### config.mk
export PLATFORM = sky130hd
export DESIGN_NAME = i2c_byte_fifos
export DESIGN_NICKNAME = d
export VERILOG_FILES = /design/src/rtl/i2c_byte_fifos_pkg.sv /design/src/rtl/i2cq_byte_queue.sv /design/src/rtl/i2cq_trail_timer.sv /design/src/rtl/i2c_byte_fifos.sv
export SDC_FILE = /design/constraint.sdc
export NUM_CORES = 1
export LEC_CHECK = 0
export BUFFER_PORTS_ARGS = -buffer_cell sky130_fd_sc_hd__buf_2
export CAP_MARGIN = 0
export CORE_MARGIN = 3
export CORE_UTILIZATION = 54
export CTS_CLUSTER_SIZE = 20
export DETAILED_ROUTE_END_ITERATION = 16
export HOLD_SLACK_MARGIN = 0.1
export PLACE_DENSITY = 0.75
export RECOVER_POWER = 50
export SYNTH_ARGS = -nofsm -noshare
export SYNTH_HDL_FRONTEND = slang
export SYNTH_HIERARCHICAL = 1
export SYNTH_SLANG_ARGS = --single-unit
### constraint.sdc
create_clock -name clk -period 2.9 [get_ports clk]
set_input_delay 0.145 -clock clk [delete_from_list [all_inputs] [get_ports clk]]
set_output_delay 0.145 -clock clk [all_outputs]
set_load 0.03 [all_outputs]
### src/rtl/i2c_byte_fifos_pkg.sv
package i2c_byte_fifos_pkg;
  localparam int unsigned NUM_STAT   = 7;
  localparam int unsigned ST_TX_AE   = 0;
  localparam int unsigned ST_RX_AF   = 1;
  localparam int unsigned ST_TX_UNF  = 2;
  localparam int unsigned ST_TX_OVF  = 3;
  localparam int unsigned ST_RX_UNF  = 4;
  localparam int unsigned ST_RX_OVF  = 5;
  localparam int unsigned ST_RX_TRL  = 6;
endpackage

### src/rtl/i2cq_byte_queue.sv
module i2cq_byte_queue #(
  parameter int unsigned DEPTH = 16,
  parameter int unsigned W     = 8,
  localparam int unsigned PTR_W = (DEPTH > 1) ? $clog2(DEPTH) : 1,
  localparam int unsigned LVL_W = $clog2(DEPTH + 1)
) (
  input  logic             clk,
  input  logic             rst_n,
  input  logic             en,
  input  logic             in_valid,
  output logic             in_ready,
  input  logic [W-1:0]     in_data,
  output logic             out_valid,
  input  logic             out_ready,
  output logic [W-1:0]     out_data,
  output logic [LVL_W-1:0] level,
  output logic             full,
  output logic             empty,
  output logic             push,
  output logic             pop,
  output logic             ovf,
  output logic             unf
);
  localparam logic [PTR_W-1:0] LAST = PTR_W'(DEPTH - 1);

  logic [W-1:0]     mem [DEPTH];
  logic [PTR_W-1:0] wr_ptr, rd_ptr;
  logic [LVL_W-1:0] count;

  assign full      = (count == LVL_W'(DEPTH));
  assign empty     = (count == '0);
  assign level     = count;
  assign in_ready  = en && !full;
  assign out_valid = en && !empty;
  assign push      = in_valid && in_ready;
  assign pop       = out_ready && out_valid;
  assign ovf       = en && in_valid && full;
  assign unf       = en && out_ready && empty;
  assign out_data  = empty ? '0 : mem[rd_ptr];

  always_ff @(posedge clk) begin
    if (push) mem[wr_ptr] <= in_data;
  end

  always_ff @(posedge clk or negedge rst_n) begin
    if (!rst_n) begin
      wr_ptr <= '0;
      rd_ptr <= '0;
      count  <= '0;
    end else if (!en) begin
      wr_ptr <= '0;
      rd_ptr <= '0;
      count  <= '0;
    end else begin
      if (push) wr_ptr <= (wr_ptr == LAST) ? '0 : wr_ptr + 1'b1;
      if (pop)  rd_ptr <= (rd_ptr == LAST) ? '0 : rd_ptr + 1'b1;
      unique case ({push, pop})
        2'b10:   count <= count + 1'b1;
        2'b01:   count <= count - 1'b1;
        default: count <= count;
      endcase
    end
  end
endmodule

### src/rtl/i2cq_trail_timer.sv
module i2cq_trail_timer #(
  parameter int unsigned TRAIL_W = 4
) (
  input  logic               clk,
  input  logic               rst_n,
  input  logic               active,
  input  logic               restart,
  input  logic [TRAIL_W-1:0] limit,
  output logic               fire
);
  logic [TRAIL_W-1:0] cnt;
  logic               stepping;

  assign stepping = active && !restart && (cnt != limit);
  assign fire     = stepping && (({1'b0, cnt} + 1'b1) == {1'b0, limit});

  always_ff @(posedge clk or negedge rst_n) begin
    if (!rst_n)                cnt <= '0;
    else if (!active || restart) cnt <= '0;
    else if (stepping)         cnt <= cnt + 1'b1;
  end
endmodule

### src/rtl/i2c_byte_fifos.sv
module i2c_byte_fifos
  import i2c_byte_fifos_pkg::*;
#(
  parameter int unsigned DEPTH   = 16,
  parameter int unsigned TRAIL_W = 4,
  localparam int unsigned LVL_W  = $clog2(DEPTH + 1)
) (
  input  logic               clk,
  input  logic               rst_n,
  input  logic               tx_en,
  input  logic               rx_en,
  input  logic [LVL_W-1:0]   tx_trig,
  input  logic [LVL_W-1:0]   rx_trig,
  input  logic [TRAIL_W-1:0] trail_limit,
  input  logic [6:0]         irq_en,
  input  logic [6:0]         stat_clr,
  input  logic               sw_tx_valid,
  output logic               sw_tx_ready,
  input  logic [7:0]         sw_tx_data,
  output logic               eng_tx_valid,
  input  logic               eng_tx_ready,
  output logic [7:0]         eng_tx_data,
  input  logic               eng_rx_valid,
  output logic               eng_rx_ready,
  input  logic [7:0]         eng_rx_data,
  output logic               sw_rx_valid,
  input  logic               sw_rx_ready,
  output logic [7:0]         sw_rx_data,
  output logic [LVL_W-1:0]   tx_level,
  output logic               tx_full,
  output logic               tx_empty,
  output logic [LVL_W-1:0]   rx_level,
  output logic               rx_full,
  output logic               rx_empty,
  output logic [6:0]         irq_stat,
  output logic               irq
);
  logic tx_push, tx_pop, tx_ovf, tx_unf;
  logic rx_push, rx_pop, rx_ovf, rx_unf;
  logic trail_fire;
  logic [NUM_STAT-1:0] sticky_q, set_vec;

  i2cq_byte_queue #(.DEPTH(DEPTH), .W(8)) u_txq (
    .clk(clk), .rst_n(rst_n), .en(tx_en),
    .in_valid(sw_tx_valid), .in_ready(sw_tx_ready), .in_data(sw_tx_data),
    .out_valid(eng_tx_valid), .out_ready(eng_tx_ready), .out_data(eng_tx_data),
    .level(tx_level), .full(tx_full), .empty(tx_empty),
    .push(tx_push), .pop(tx_pop), .ovf(tx_ovf), .unf(tx_unf)
  );

  i2cq_byte_queue #(.DEPTH(DEPTH), .W(8)) u_rxq (
    .clk(clk), .rst_n(rst_n), .en(rx_en),
    .in_valid(eng_rx_valid), .in_ready(eng_rx_ready), .in_data(eng_rx_data),
    .out_valid(sw_rx_valid), .out_ready(sw_rx_ready), .out_data(sw_rx_data),
    .level(rx_level), .full(rx_full), .empty(rx_empty),
    .push(rx_push), .pop(rx_pop), .ovf(rx_ovf), .unf(rx_unf)
  );

  i2cq_trail_timer #(.TRAIL_W(TRAIL_W)) u_trail (
    .clk(clk), .rst_n(rst_n),
    .active(rx_en && !rx_empty),
    .restart(rx_push || rx_pop),
    .limit(trail_limit),
    .fire(trail_fire)
  );

  always_comb begin
    set_vec            = '0;
    set_vec[ST_TX_UNF] = tx_unf;
    set_vec[ST_TX_OVF] = tx_ovf;
    set_vec[ST_RX_UNF] = rx_unf;
    set_vec[ST_RX_OVF] = rx_ovf;
    set_vec[ST_RX_TRL] = trail_fire;
  end

  always_ff @(posedge clk or negedge rst_n) begin
    if (!rst_n) sticky_q <= '0;
    else        sticky_q <= (sticky_q & ~stat_clr) | set_vec;
  end

  always_comb begin
    irq_stat           = sticky_q;
    irq_stat[ST_TX_AE] = tx_en && (tx_level <= tx_trig);
    irq_stat[ST_RX_AF] = rx_en && (rx_level >= rx_trig);
  end

  assign irq = |(irq_stat & irq_en);
endmodule

# == Word level (Yosys, flattened, before mapping) ==
# Memory sizes are Yosys's and may differ from the RTL's.
# Index checks and enable logic that the tools add are counted.
# word_totals
reg_bits,37
mem_bits_rw,256
out_inout_bits,42
elab_cells,101
mem_count,2
# classes
add_sub_neg,10
n_lt_le_gt_ge,2
n_eq_ne,18
mux,24
bitwise_logic,4
reduce_logical,33
# mem_list
name,depth,word_bits,read_ports,rd_clocked_by_memory_dff,wr,line,rtl
u_rxq.mem,16,8,1,0,1,i2cq_byte_queue.sv:26,logic [W-1:0] mem [DEPTH];
u_txq.mem,16,8,1,0,1,i2cq_byte_queue.sv:26,
# op_table
cell,n
4-bit 2-to-1 mux,14
1-bit logical AND,21
4-bit by 1-bit adder with 4-bit output (second input constant),5
5-bit one-hot mux with 2 select lines,2
4-bit equality test (second input constant),4
8-bit 2-to-1 mux,2
7-bit bitwise AND,2
5-bit by 1-bit adder with 5-bit output (second input constant),2
5-bit equality test (second input constant),2
5-bit zero test,2
5-bit 2-to-1 mux,2
5-bit by 1-bit subtractor with 5-bit output (second input constant),2
2-bit by 1-bit inequality test with 1-bit output (second input constant),4
7-bit NOT,1
7-bit bitwise OR,1
7-bit OR reduction,1
1-bit zero test,6
3-bit by 1-bit inequality test with 1-bit output (second input constant),2
4-bit by 1-bit adder with 5-bit output (second input constant),1
5-bit by 4-bit equality test with 1-bit output,1
5-bit greater-or-equal comparator,1
5-bit less-or-equal comparator,1
2-bit by 1-bit equality test with 1-bit output (second input constant),2
2-bit equality test (second input constant),2
other kinds (4),8

# == Logic depth before layout (Yosys ltp) ==
# Gate-level depths: netlist of run 1.
# logic_depth
ltp_word,10
mapped_depth,10
depth_no_buf,9

# == Modules after synthesis ==
# Netlist of run 1, hierarchy kept.
# modules_own_cells
module,instances,cells_each,area_per_inst_um2
i2cq_byte_queue,2,325,5925.7
i2c_byte_fifos,1,57,488.0
i2cq_trail_timer,1,32,289.0

# == Least setup slack after synthesis of run 1 ==
# Ideal clock, no wire load.
# synth_timing
path_type,register to register
from,"register u_rxq.count[1], in the netlist u_rxq/level[1]"
to,"register u_rxq.count[4], in the netlist u_rxq/level[4]"
setup_ns,0.078
t_arrival_ns,2.821
t_required_ns,2.822
setup_slack_ns,0.001
path_stages_with_launch,10
path_buffers,0
synth_period_minus_slack_ns,2.899
path_cell_list,dfrtp_1 > nor4_2 > mux2i_1 > xor2_1 > ha_1 > or3_2 > a21oi_1 > mux2i_1 > or3_1 > a21boi_1
# synth_between
elab_chain_cells,7
# synth_lines
element,line,rtl
start: declaration,i2cq_byte_queue.sv:28,logic [LVL_W-1:0] count;
start signal: assignment,i2cq_byte_queue.sv:58,2'b10: count <= count + 1'b1;
start signal: assignment,i2cq_byte_queue.sv:59,2'b01: count <= count - 1'b1;
start signal: assignment,i2cq_byte_queue.sv:60,default: count <= count;
5-bit equality test or 5-bit zero test (tied branches),"i2cq_byte_queue.sv:30, i2cq_byte_queue.sv:31",
"1-bit zero test, on equally long branches","i2cq_byte_queue.sv:33, i2cq_byte_queue.sv:34",
"1-bit logical AND, on equally long branches","i2cq_byte_queue.sv:33, i2cq_byte_queue.sv:34",
"1-bit logical AND, on equally long branches","i2cq_byte_queue.sv:35, i2cq_byte_queue.sv:36",
2-bit by 1-bit equality test with 1-bit output or 2-bit equality test (tied branches),i2cq_byte_queue.sv:57,"unique case ({push, pop})"
5-bit one-hot mux with 2 select lines,i2cq_byte_queue.sv:57,
5-bit 2-to-1 mux,i2cq_byte_queue.sv:50,end else if (!en) begin
# Parallel ways exist; a longest one is shown, timed or not.
# A chain may end at the register's enable or synchronous reset.

# == Final worst setup path of run 1 ==
# layout_timing
from,"register u_txq.count[1], in the netlist u_txq/level[1]"
to,"register u_txq.count[4], in the netlist u_txq/level[4]"
# layout_between
elab_chain_cells,7
# layout_lines
element,line
start: declaration,i2cq_byte_queue.sv:28
start signal: assignment,i2cq_byte_queue.sv:58
start signal: assignment,i2cq_byte_queue.sv:59
start signal: assignment,i2cq_byte_queue.sv:60
5-bit equality test or 5-bit zero test (tied branches),"i2cq_byte_queue.sv:30, i2cq_byte_queue.sv:31"
"1-bit zero test, on equally long branches","i2cq_byte_queue.sv:33, i2cq_byte_queue.sv:34"
"1-bit logical AND, on equally long branches","i2cq_byte_queue.sv:33, i2cq_byte_queue.sv:34"
"1-bit logical AND, on equally long branches","i2cq_byte_queue.sv:35, i2cq_byte_queue.sv:36"
2-bit by 1-bit equality test with 1-bit output or 2-bit equality test (tied branches),i2cq_byte_queue.sv:57
5-bit one-hot mux with 2 select lines,i2cq_byte_queue.sv:57
5-bit 2-to-1 mux,i2cq_byte_queue.sv:50
# Parallel ways exist; a longest one is shown, timed or not.

==> results of run 1 <==
-- cell usage in the layout (no fill, tap or decap), types with 15 or more instances in the layout --
cell and instances:
sky130_fd_sc_hd__buf_4 15, sky130_fd_sc_hd__o22ai_1 18, sky130_fd_sc_hd__ha_1 25, sky130_fd_sc_hd__edfxtp_1 256, sky130_fd_sc_hd__nand2_1 23, sky130_fd_sc_hd__mux4_2 64, sky130_fd_sc_hd__mux2i_1 38, sky130_fd_sc_hd__buf_2 59
sky130_fd_sc_hd__dfrtp_1 33, sky130_fd_sc_hd__and2_1 44, sky130_fd_sc_hd__inv_1 28, sky130_fd_sc_hd__clkbuf_16 31, sky130_fd_sc_hd__clkbuf_1 44, sky130_fd_sc_hd__nor2_1 22, sky130_fd_sc_hd__dlygate4sd3_1 29, sky130_fd_sc_hd__xnor2_1 15
-- where the power goes --
group          total, µW  switching [µW]  internal (µW)
Combinational       3850            2200           1650
Sequential          4940             240           4700
Clock               3660            1450           2210
-- registers in the layout (all words and copies together) (netlist names) --
signal	count
u_rxq/level	5
u_rxq/rd_ptr	4
u_rxq/wr_ptr	4
u_txq/wr_ptr	4
sticky_q	5
u_txq/level	5
u_trail/cnt	4
u_rxq/mem	128
u_txq/mem	128
u_txq/rd_ptr	4
-- layer usage --
layer  track usage, %  vias up  part of all wire (%)
li1                 -     3173                     -
met1             27.0     3606                    40
met2             37.0      191                    53
met3             3.13       41                   4.5
met4             4.70        0                   1.9
met5                0        -                     0
-- what timing repair did --
action	4_1_cts	5_1_grt
gates resized for setup	0	3
hold buffers	29	0
setup endpoints to repair	0	2
buffers inserted	0	1
hold endpoints to repair	314	0
-- tightest hold or removal path, cell delays in order --
cell and delay [ns]:
sky130_fd_sc_hd__buf_2 0.11, sky130_fd_sc_hd__nor2_1 0.05, sky130_fd_sc_hd__a21oi_1 0.14, sky130_fd_sc_hd__nor3_1 0.07, sky130_fd_sc_hd__a21o_1 0.14
-- worst paths after layout --
| path | from | endpoint | slack (ns) | cells past startpoint |
|---|---|---|---|---|
| max | u_txq/level[1] | u_txq/level[4] | 0.14 | 9 |
| min | trail_limit[2] | sticky_q[6] | 0.15 | 5 |
| max reg2reg | u_txq/level[1] | u_txq/level[4] | 0.14 | 9 |
| min reg2reg | sticky_q[6] | sticky_q[6] | 0.53 | 1 |
| max in group asynchronous | rst_n | u_txq/rd_ptr[0] | 0.75 | 2 |
| min in group asynchronous | rst_n | sticky_q[4] | 0.71 | 2 |
-- area by class of cell --
| class | count | area [µm²] | area share, % |
|---|---|---|---|
| Sequential cell | 291 | 8570 | 58.3 |
| Multi-Input combinational cell | 386 | 3800 | 25.9 |
| Clock buffer | 42 | 817 | 5.56 |
| Tap cell | 313 | 392 | 2.67 |
| Inverter | 28 | 105 | 0.716 |
| Clock inverter | 10 | 126 | 0.860 |
| Timing Repair Buffer | 139 | 882 | 6.01 |
-- stage by stage --
step	hold slack (ns)	setup slack, ns	util (%)	power [µW]
2_1_floorplan	-0.151	0.00113	-	7780
3_3_place_gp	0.286	0.273	59.2	8730
3_5_place_dp	0.295	0.0613	59.2	8840
4_1_cts	0.131	0.0238	64.6	12500
5_1_grt	0.153	0.00339	64.5	13000
6_report	0.153	0.136	64.5	12500
==> flow_summary.toml, run 1 <==
[place]
dp.final_hpwl_um = 16800
dp.cells = 1127
dpl-instance-area_mm2 = 0.0135
globalplace.congestion = 0.817
io_buffers = 91

[finish]
final_area_mm2 = 0.0147
layout.filler_cells = 1618
layout-drive-gt1-share_pct = 22.0
layoutNonFillerInstCount = 1209
antenna_cells = 0
finish.net_count = 953
synthToLayoutAreaGrowth_pct = 16.4

[sta]
fin_crit_ns = 2.76
slew_margin_rel_pct = -33.8
min_period_over_period_pct = 95.3
timing.final.setup_violations = 0
skew_ns = 0.0222
timing.final.max_slew_violations = 36
setup_tns_ns = 0
max_clock_freq_mhz = 362
actual_transition_at_the_worst_max_transition_pin_ns = 2.01
grt_setup_unrepaired = "false"
number_of_failing_hold_endpoints_at_the_final_stage = 0

[floorplan]
top_level_ports = 94
die_width_um = 159
fp.dieArea_mm2 = 0.0252
core_mm2 = 0.0228
placementRows = 55
initial_core_util_pct = 55.4
floorplan.die.height_um = 159

[global_routing]
grt_first_pass_wirelength_um = 41300
first_global_vias = 7346
grt_antenna_before_repair = 0
overflow = 0
grt.total_usage_pct = 20.7
maximum_number_of_pins_on_one_net_before_global_route_repair = 37

[clock_tree]
cts-buffers-inserted = 30
tritoncts = "built"
cts.sink_count = 291
cts.root.buffer_cell = "sky130_fd_sc_hd__clkbuf_16"
clock_path_buffers = 3
clk_pin_slew_ns = 0.06
clock_tree.htree_level_count = 1
clkLatencyLatePin_ns = 0.54

[logic_synthesis]
post_synth_instance_area_mm2 = 0.0126
synthCells = 737
postSynthNetCount = 814
synth.avg_cell_area_um2 = 17.1
yosys_warnings = 6

[setup_path]
critical_path.endpoint_type = "flop"
worst-path-max-fanout = 5
timing.critical_path.slowest_cell_delay_ns = 0.43
crit_family = "simple AND/OR/NAND/NOR gates"
critical_path_buf_inv_count = 0
crit_arrival_ns = 3.21
timing_worst_setup_path_type = "reg2reg"
start_kind = "flop"
worst_ep_required_time_ns = 3.35
cp_cell_sequence = "nor4_4, mux2i_2, xor2_1, ha_1, or3_2, a21oi_1, mux2i_1, or3_1, a21boi_1"
cp_slowest_cell = "sky130_fd_sc_hd__or3_2"

[route]
route.detailed.drc = 0
postRouteWirelength_um = 25900
firstDrtPassIters = 5
vias = 7011
drt-wirelength-per-cell_um = 21.4
first_iter_violations = 457
route.antenna.remaining_nets = 0
vias_per_cell = 5.80

[hold_path]
timing.hold.worst.class = "in2reg"

[job]
cap_violations = 1

[power]
peakVddDrop_uv = 500
power.leakage_uw = 0.00513
power_per_cell_area_mw_per_mm2 = 848

[run_status]
failed_checks = "capacitance limit, slew limit"
run_status = "finished with violations"
Note: power is estimated with default switching activity, not from simulation.
==> run 2, diff against run 1 <==
--- a/config.mk
+++ b/config.mk
@@ -14,6 +14,7 @@
 export HOLD_SLACK_MARGIN = 0.1
 export PLACE_DENSITY = 0.75
 export RECOVER_POWER = 50
+export SETUP_SLACK_MARGIN = 0.3
 export SYNTH_ARGS = -nofsm -noshare
 export SYNTH_HDL_FRONTEND = slang
 export SYNTH_HIERARCHICAL = 1
==> flow_summary.toml, run 2 (synthesized netlist as in run 1, its figures left out) <==
[run_status]
run_status = "finished with violations"
failed_checks = "capacitance limit, slew limit"

[sta]
actual_transition_at_the_worst_max_transition_pin_ns = 2.03
slew_margin_rel_pct = -35.3
max_clock_freq_mhz = 382
number_of_failing_hold_endpoints_at_the_final_stage = 0
min_period_over_period_pct = 90.2
grt_setup_unrepaired = "true"
setup_tns_ns = 0
fin_crit_ns = 2.62
timing.final.setup_violations = 0
timing.final.max_slew_violations = 36
skew_ns = 0.00994

[route]
route.antenna.remaining_nets = 0
postRouteWirelength_um = 25700
firstDrtPassIters = 7
m1WireLength_um = 10300
highest_metal_used = "met4"
vias = 7131
first_iter_violations = 614
route.met3.wl_um = 1100
vias_per_cell = 5.83
drt-wirelength-per-cell_um = 21.0
route.met2.wl_um = 13700
route.detailed.drc = 0

[setup_path]
critical_path.endpoint_type = "output pin"
start_kind = "flop"
worst_ep_required_time_ns = 2.76
timing.critical_path.slowest_cell_delay_ns = 0.60
timing_worst_setup_path_type = "reg2out"
worst-path-max-fanout = 9
cp_slowest_cell = "sky130_fd_sc_hd__dfrtp_1"
cp_cell_sequence = "nor4_4, buf_4, nand2b_1, buf_4, or2b_4, o22ai_1, buf_2"
most_used_cell_along_the_critical_path = "sky130_fd_sc_hd__buf_4"
crit_family = "buffers and inverters"
crit_arrival_ns = 2.47
critical_path_buf_inv_count = 3

[power]
comb_power_share_pct = 33.8
switching_share_pct = 32.2
peakVddDrop_uv = 793
power.share.clock_pct = 26.6
sequentialPowerShare_pct = 39.6
power.leakage_uw = 0.00515
totalPowerFinal_uw = 12400
netSwitchingPower_uw = 3980
power.internal_uw = 8380
power_per_cell_area_mw_per_mm2 = 836

[clock_tree]
clock_path_buffers = 3
clock_tree.htree_level_count = 1
clkLatencyLatePin_ns = 0.52
cts.root.buffer_cell = "sky130_fd_sc_hd__clkbuf_16"
clk_pin_slew_ns = 0.06
cts.sink_count = 291
tritoncts = "built"
cts-buffers-inserted = 29

[finish]
mostFrequentLayoutCell = "sky130_fd_sc_hd__edfxtp_1"
synthToLayoutAreaGrowth_pct = 17.1
layout.filler_cells = 1585
largest_registers = "u_rxq/mem x128, u_txq/mem x128"
layout-drive-gt1-share_pct = 26.2
finish.net_count = 967
antenna_cells = 0
layout_common_cells = "256 x sky130_fd_sc_hd__edfxtp_1, 64 x sky130_fd_sc_hd__mux4_2, 62 x sky130_fd_sc_hd__buf_2"

[floorplan]
placementRows = 55
fp.dieArea_mm2 = 0.0252
top_level_ports = 94
die_width_um = 159
core_mm2 = 0.0228
initial_core_util_pct = 55.4
floorplan.die.height_um = 159

[place]
io_buffers = 91
globalplace.congestion = 0.845
dp.final_hpwl_um = 16200

[global_routing]
first_global_vias = 7248
maximum_number_of_pins_on_one_net_before_global_route_repair = 38
overflow = 0
grt_antenna_before_repair = 0
grt.total_usage_pct = 20.0
grt_first_pass_wirelength_um = 40100

[job]
cap_violations = 1

[hold_path]
timing.hold.worst.class = "in2reg"
[run 2: worst reg2reg max path, stage by stage, from the launching register on]
cell	delay, ns
sky130_fd_sc_hd__dfrtp_2	0.45
sky130_fd_sc_hd__nor4_4	0.41
sky130_fd_sc_hd__mux2i_2	0.30
sky130_fd_sc_hd__xor2_1	0.10
sky130_fd_sc_hd__ha_2	0.21
sky130_fd_sc_hd__or3_4	0.33
sky130_fd_sc_hd__a21oi_2	0.11
sky130_fd_sc_hd__mux2i_1	0.10
sky130_fd_sc_hd__or3_1	0.35
sky130_fd_sc_hd__a21boi_2	0.14
[run 2: cell type report]
| type | count | area (µm²) | area share (%) |
|---|---|---|---|
| inverter | 28 | 105 | 0.711 |
| sequential | 291 | 8580 | 58.0 |
| clock buffer | 35 | 748 | 5.06 |
| clock inverter | 16 | 87.6 | 0.592 |
| timing repair buffer | 154 | 986 | 6.67 |
| multi-input combinational | 386 | 3890 | 26.3 |
| tap | 313 | 392 | 2.65 |
[run 2: timing repair]
item,CTS,global route
setup buffers,10,15
hold buffers,29,0
setup endpoints to repair,19,13
pin swaps,2,3
endpoints found under the hold margin,314,0
gates resized for setup,7,10
[run 2: final timing paths]
| check | endpoint | cells past startpoint | slack [ns] | from |
|---|---|---|---|---|
| max in group asynchronous | u_rxq/rd_ptr[0] | 2 | 0.73 | rst_n |
| min in group asynchronous | u_rxq/level[0] | 2 | 0.73 | rst_n |
| setup reg to reg | u_txq/level[4] | 9 | 0.32 | u_txq/level[2] |
| setup / recovery | sw_rx_data[6] | 7 | 0.28 | u_rxq/level[1] |
| hold reg to reg | sticky_q[4] | 1 | 0.52 | sticky_q[4] |
| hold / removal | sticky_q[6] | 5 | 0.18 | trail_limit[2] |
[run 2: routing by layer]
| metal | vias to the layer above | global-route usage [%] |
|---|---|---|
| li1 | 3204 | - |
| met1 | 3661 | 26.7 |
| met2 | 223 | 35.6 |
| met3 | 43 | 2.58 |
| met4 | 0 | 4.62 |
| met5 | - | 0 |
[run 2: stage by stage]
step                      hold WS (ns)  setup slack, ns  cell area, µm²  std cells  util, %
after floorplan                 -0.151            0.311           12700        737        -
after global placement           0.288            0.337           13500       1118     59.1
final                            0.179            0.284           14800       1223     64.9
after CTS                        0.142            0.304           14700       1208     64.5
after detailed placement         0.300            0.160           13500       1118     59.1
after global routing             0.194            0.169           14800       1223     64.9
[run 2: power groups by stage]
stage | Clock [µW] | Sequential (µW) | Combinational [µW]
6_report | 3290 | 4900 | 4180
5_1_grt | 3560 | 4920 | 4460
4_1_cts | 3370 | 4910 | 4030
3_5_place_dp | 0 | 5050 | 3770
3_3_place_gp | 0 | 5030 | 3670
2_1_floorplan | 0 | 5090 | 2790
